--- config.mk ---
export PLATFORM = sky130hd
export DESIGN_NAME = scan_rdptr
export DESIGN_NICKNAME = d
export VERILOG_FILES = /design/src/rtl/scan_rdptr_pkg.sv /design/src/rtl/rdptr_chan_seek.sv /design/src/rtl/rdptr_step_sel.sv /design/src/rtl/rdptr_state_reg.sv /design/src/rtl/scan_rdptr.sv
export SDC_FILE = /design/constraint.sdc
export NUM_CORES = 1
export LEC_CHECK = 0
export BUFFER_PORTS_ARGS = -buffer_cell sky130_fd_sc_hd__buf_2
export CAP_MARGIN = 0
export CORE_MARGIN = 5
export CORE_UTILIZATION = 45
export DETAILED_ROUTE_END_ITERATION = 16
export HOLD_SLACK_MARGIN = 0.02
export PLACE_DENSITY = 0.8
export SYNTH_ARGS = -nofsm -noshare
export SYNTH_HDL_FRONTEND = slang
export SYNTH_SLANG_ARGS = --single-unit
export TNS_END_PERCENT = 10
--- constraint.sdc ---
create_clock -name clk -period 3.85 [get_ports clk]
set_clock_uncertainty 0.05 [all_clocks]
set_input_delay 0.77 -clock clk [delete_from_list [all_inputs] [get_ports clk]]
set_output_delay 0.77 -clock clk [all_outputs]
set_load 0.05 [all_outputs]
--- src/rtl/scan_rdptr_pkg.sv ---
// Package: shared step encoding for the readback pointer.
// Assumes: one step kind is chosen per cycle by the priority selector.
package scan_rdptr_pkg;

    typedef enum logic [2:0] {
        STEP_HOLD = 3'd0,
        STEP_LOAD = 3'd1,
        STEP_MODE = 3'd2,
        STEP_READ = 3'd3,
        STEP_SCAN = 3'd4
    } step_e;

endpackage

--- src/rtl/rdptr_chan_seek.sv ---
// Module: rdptr_chan_seek
// Finds the first enabled channel above the current one, wrapping around
// the top of the bank; offset N_CH lands on the current channel itself.
// Assumes: purely combinational, mask bit n enables channel n.
module rdptr_chan_seek #(
    parameter int N_CH = 8,
    localparam int CH_W = $clog2(N_CH)
) (
    input  logic [CH_W-1:0] cur,
    input  logic [N_CH-1:0] mask,
    output logic [CH_W-1:0] nxt,
    output logic            found
);

    logic [CH_W-1:0] cand [1:N_CH];
    logic [N_CH:1]   hit;

    // Candidate channel and its enable, one per search offset.
    for (genvar k = 1; k <= N_CH; k++) begin : g_cand
        assign cand[k] = CH_W'((int'(cur) + k) % N_CH);
        assign hit[k]  = mask[cand[k]];
    end

    // Lowest offset with an enabled channel wins.
    always_comb begin
        nxt   = cur;
        found = 1'b0;
        for (int k = N_CH; k >= 1; k--) begin
            if (hit[k]) begin
                nxt   = cand[k];
                found = 1'b1;
            end
        end
    end


    always_comb begin
        if (found) begin
            seek_enabled_chk: assert (mask[nxt]);
        end
    end


    always_comb begin
        seek_empty_chk: assert (found == (|mask));
    end

endmodule

--- src/rtl/rdptr_step_sel.sv ---
// Module: rdptr_step_sel
// Chooses the single action the pointer takes this cycle from the
// competing requests, in fixed priority order.
// Assumes: all strobes are single-cycle pulses synchronous to clk.
module rdptr_step_sel
    import scan_rdptr_pkg::*;
(
    input  logic  ctl_wr,
    input  logic  width_wr,
    input  logic  rd_stb,
    input  logic  conv_done,
    input  logic  scan_en,
    output step_e step
);

    // Priority: control load, width write, read, scanning conversion.
    always_comb begin
        if (ctl_wr)                      step = STEP_LOAD;
        else if (width_wr)               step = STEP_MODE;
        else if (rd_stb)                 step = STEP_READ;
        else if (conv_done && scan_en)   step = STEP_SCAN;
        else                             step = STEP_HOLD;
    end

endmodule

--- src/rtl/rdptr_state_reg.sv ---
// Module: rdptr_state_reg
// Holds channel, byte selector and width, and applies the chosen step.
// Assumes: seek inputs describe the next enabled channel above chan_q.
module rdptr_state_reg
    import scan_rdptr_pkg::*;
#(
    parameter int N_CH = 8,
    localparam int CH_W = $clog2(N_CH)
) (
    input  logic            clk,
    input  logic            rst_n,
    input  step_e           step,
    input  logic [CH_W-1:0] ld_chan,
    input  logic            width_wr,
    input  logic            width_sel,
    input  logic [CH_W-1:0] seek_chan,
    input  logic            seek_found,
    output logic [CH_W-1:0] chan_q,
    output logic            lo_q,
    output logic            wide_q
);

    logic [CH_W-1:0] chan_d;
    logic            lo_d;
    logic            wide_d;

    // Next-state selection for the pointer and width.
    always_comb begin
        chan_d = chan_q;
        lo_d   = lo_q;
        wide_d = width_wr ? width_sel : wide_q;
        unique case (step)
            STEP_LOAD: begin
                chan_d = ld_chan;
                lo_d   = ~wide_d;
            end
            STEP_MODE: begin
                lo_d = ~width_sel;
            end
            STEP_READ: begin
                if (wide_q && !lo_q) begin
                    lo_d = 1'b1;
                end else if (seek_found) begin
                    chan_d = seek_chan;
                    lo_d   = ~wide_q;
                end
            end
            STEP_SCAN: begin
                if (seek_found) begin
                    chan_d = seek_chan;
                    lo_d   = ~wide_q;
                end
            end
            default: ;
        endcase
    end

    // Pointer and width registers with synchronous reset.
    always_ff @(posedge clk) begin
        if (!rst_n) begin
            chan_q <= '0;
            lo_q   <= 1'b0;
            wide_q <= 1'b0;
        end else begin
            chan_q <= chan_d;
            lo_q   <= lo_d;
            wide_q <= wide_d;
        end
    end


    narrow_rd_chk: assert property (@(posedge clk) disable iff (!rst_n)
        (step == STEP_READ && !wide_q && seek_found) |=> (lo_q && !wide_q));


    hi_to_lo_chk: assert property (@(posedge clk) disable iff (!rst_n)
        (step == STEP_READ && wide_q && !lo_q) |=> (lo_q && chan_q == $past(chan_q)));


    lo_to_hi_chk: assert property (@(posedge clk) disable iff (!rst_n)
        (step == STEP_READ && wide_q && lo_q && seek_found)
            |=> (!lo_q && chan_q == $past(seek_chan)));


    empty_hold_chk: assert property (@(posedge clk) disable iff (!rst_n)
        (step == STEP_SCAN && !seek_found)
            |=> (chan_q == $past(chan_q) && lo_q == $past(lo_q)));


    load_chk: assert property (@(posedge clk) disable iff (!rst_n)
        (step == STEP_LOAD) |=> (chan_q == $past(ld_chan) && lo_q == !wide_q));

endmodule

--- src/rtl/scan_rdptr.sv ---
// Module: scan_rdptr (top)
// Readback address pointer for an eight-channel result bank: loads from a
// control write, steps on reads and scanning conversions, skips disabled
// channels, and walks high/low bytes in 10-bit mode.
// Assumes: result storage and sequencer are outside; strobes are pulses.
module scan_rdptr
    import scan_rdptr_pkg::*;
#(
    parameter int N_CH = 8,
    localparam int CH_W = $clog2(N_CH)
) (
    input  logic            clk,
    input  logic            rst_n,
    input  logic            ctl_wr,
    input  logic [CH_W-1:0] ctl_chan,
    input  logic            width_wr,
    input  logic            width_sel,
    input  logic [N_CH-1:0] chan_mask,
    input  logic            rd_stb,
    input  logic            conv_done,
    input  logic            scan_en,
    output logic [CH_W-1:0] cur_chan,
    output logic [CH_W:0]   byte_addr
);

    step_e           step;
    logic [CH_W-1:0] chan_q;
    logic [CH_W-1:0] seek_chan;
    logic            seek_found;
    logic            lo_q;
    logic            wide_q;

    rdptr_step_sel u_sel (
        .ctl_wr    (ctl_wr),
        .width_wr  (width_wr),
        .rd_stb    (rd_stb),
        .conv_done (conv_done),
        .scan_en   (scan_en),
        .step      (step)
    );

    rdptr_chan_seek #(.N_CH(N_CH)) u_seek (
        .cur   (chan_q),
        .mask  (chan_mask),
        .nxt   (seek_chan),
        .found (seek_found)
    );

    rdptr_state_reg #(.N_CH(N_CH)) u_state (
        .clk        (clk),
        .rst_n      (rst_n),
        .step       (step),
        .ld_chan    (ctl_chan),
        .width_wr   (width_wr),
        .width_sel  (width_sel),
        .seek_chan  (seek_chan),
        .seek_found (seek_found),
        .chan_q     (chan_q),
        .lo_q       (lo_q),
        .wide_q     (wide_q)
    );

    // Outputs: channel and {channel, selector} byte address.
    assign cur_chan  = chan_q;
    assign byte_addr = {chan_q, lo_q};


    scan_idle_chk: assert property (@(posedge clk) disable iff (!rst_n)
        (conv_done && !scan_en && !ctl_wr && !width_wr && !rd_stb)
            |=> $stable(byte_addr));


    reset_chk: assert property (@(posedge clk)
        (!rst_n) |=> (byte_addr == '0));

endmodule

==> flow_summary.ini <==
[floorplanning]
chipHeight_um = 62.49
initial_core_util = 0.4616
core_area_sq_um = 2686
rows = 19
dieArea_sq_um = 3905
io_pins = 26
die_w_um = 62.49

[logic_synthesis]
yosys.area.top_type = mux2i_1
ys_dominant_reg_cell = dfxtp_1
synth_top_area_share = 0.1534
synth_nets = 170
synth-edff-count = 0
netlist_instances = 149
yosys_register_bits = 5
syn_area_per_cell_sq_um = 8.322
synth_most_common_cell = mux2i_1
synthTopCellsByArea = mux2i_1, dfxtp_1, mux2_4
synth_common_cells = mux2i_1, nor2_1, a21oi_1, nor3_1, nand2_1
synth_area_sq_um = 1240
yosys_warnings = 0
ys_types = 54
async_reset_ff_frac = 0
ys_seq_area_frac = 0.08073

[sta]
final_max_slew_viol_count = 0
period_share = 0.8836
tightestPinTransition_ns = 0.6559
relSlewSlack = 0.5502
fin_tns_setup_ns = 0
finalHoldViolCount = 0
fin_crit_ns = 3.402
rsz0062_at_grt = no
setup_viol = 0
fmax_ghz = 0.2940

[global_routing]
grt_pass1_wl_mm = 5.582
track_usage = 0.1662
grt_overflow = 0
grt_pass1_vias = 1229
grt_max_degree = 22
antenna_found_initial = 0

[critical_path]
cp_slowest_stage_delay_ns = 0.73
path_buf_inv = 1
cpLargestDelayFamily = multiplexers
crit_slowest_cell = ha_1
critPathRequiredTime_ns = 3.93
r2r-start = u_state.chan_q[0]
cp_data_arrival_time_ns = 3.49
cp_common_cell = mux2i_1
worst-path-max-fanout = 15
criticalPathCategory = reg -> reg
crit_chain = inv_1 > ha_1 > mux2i_1 > mux2i_1 > o221ai_1 > nand2b_2 > nor4_1 > mux2_1 > o41ai_1
cp-start-kind = flip-flop
cp-end-kind = flip-flop
critPathLaunch = u_state.chan_q[0]

[route]
met1_length_mm = 1.397
drcViolationCount = 0
drt-initial-drc-count = 63
detail_route.wl_per_cell_um = 16.71
dr_wl_met3_um = 263
drt_first_pass_iters = 4
viasPerCell = 6.465
ant_nets = 0
num_vias = 1293
routed_wl_mm = 3.341
dr_wl_met2_mm = 1.591
top_layer = met4

[clock_tree]
cts_tree = yes
cts-resized-gates = 0
cts.sinks = 5
clockRootBuffer = clkbuf_4
cts_buffer_depth = 2
htree_levels = 1
hold_buffers = 0
cts_buffers = 3
insertion_delay_ns = 0.24
post-cts-setup-buffer-count = 0
clk_pin_slew_ns = 0.05

[power]
p_leak_nw = 0.5715
ir_drop_mv = 0.2040
power_density_nw_per_um2 = 322.2

[run_status]
outcome = finished, final reports clean

[cells_and_area]
utilization = 0.5119
final_area_sq_um = 1375
final_cell_count_no_fill = 200
area_growth_pct = 10.90
nNetsFinal = 191
antenna_cells = 0
layout-drive-gt1-share = 0.3018
fillers = 268

[placed_design]
place_congestion = 0.8684
post-place-cells = 196
postPlaceCellArea_sq_um = 1349
dp_hpwl_mm = 2.630
portBuffers = 25

[min_path]
min_from = u_state.wide_q
worstHoldPathType = reg -> reg

[job]
drv_cap = 0
==> flip-flops by register name, indices dropped and copies added (netlist names) <==
| name | flops |
|---|---|
| u_state.chan_q | 3 |
| u_state.lo_q | 1 |
| u_state.wide_q | 1 |
==> layout make-up <==
| cell class | instances | area, sq um | share of cell area |
|---|---|---|---|
| Clock buffer | 4 | 26.28 | 0.01911 |
| Timing Repair Buffer | 28 | 147.6 | 0.1074 |
| Multi-Input combinational cell | 127 | 1044 | 0.7589 |
| Sequential cell | 5 | 100.1 | 0.07279 |
| Tap cell | 31 | 38.79 | 0.02821 |
| Inverter | 5 | 18.77 | 0.01365 |
==> per-stage QoR <==
stage               hold slack, ns  total power, mW  setup slack [ns]
finish                      0.5379           0.4430            0.4482
global route                0.5549           0.4739            0.1814
CTS                         0.5366           0.4378            0.4637
detailed placement          0.5277           0.3755            0.4657
global placement            0.5032           0.3656            0.6507
floorplan                   0.4748           0.3199            0.1928
==> cell usage in the layout (no fill, tap or decap), types with 3 or more instances in the layout <==
master    synthesis  routed
inv_1             5       5
buf_2             2      25
buf_4             4       3
nor2_1           11      11
nand3b_1          3       3
o21ai_0           5       5
dfxtp_1           5       5
and2_1            3       3
mux2i_1          19      19
mux2_2            4       4
nand2_1           6       6
nor3_1            8       8
mux2_4            4       4
o211ai_1          3       3
nand3_1           5       5
clkbuf_4          0       3
a21oi_1           8       8
==> worst reg2reg max path, cell delays in order (launching register included) <==
cell and delay (ns):
dfxtp_1 0.32, inv_1 0.14, ha_1 0.74, mux2i_1 0.32, mux2i_1 0.11, o221ai_1 0.46
nand2b_2 0.18, nor4_1 0.28, mux2_1 0.36, o41ai_1 0.33
==> metal layers <==
layer,up-vias,global-route usage
met5,-,0
met4,0,0.05570
met3,10,0.02878
met2,71,0.2876
met1,591,0.2054
li1,621,-
==> logic make-up after synthesis <==
group,after synthesis,synth area share
XOR/XNOR,3,0.03331
buffers and inverters,17,0.07770
AO/OA/AOI/OAI,47,0.3239
multiplexers,30,0.2745
flip-flops,5,0.08073
adder cells (fa/ha/maj),2,0.02018
AND/OR/NAND/NOR,45,0.1897
==> power breakdown <==
part	total, mW	switching, mW	internal [mW]
registers	0.0614	0.00467	0.0567
clock network	0.0625	0.0232	0.0393
logic	0.319	0.193	0.126
total	0.443	0.221	0.222
==> final timing paths <==
kind | to | slack (ns) | cells past startpoint
max | u_state.lo_q | 0.45 | 9
min | u_state.wide_q | 0.54 | 2
max reg2reg | u_state.lo_q | 0.45 | 9
min reg2reg | u_state.wide_q | 0.54 | 2
Note: power is estimated with default switching activity, not from simulation.
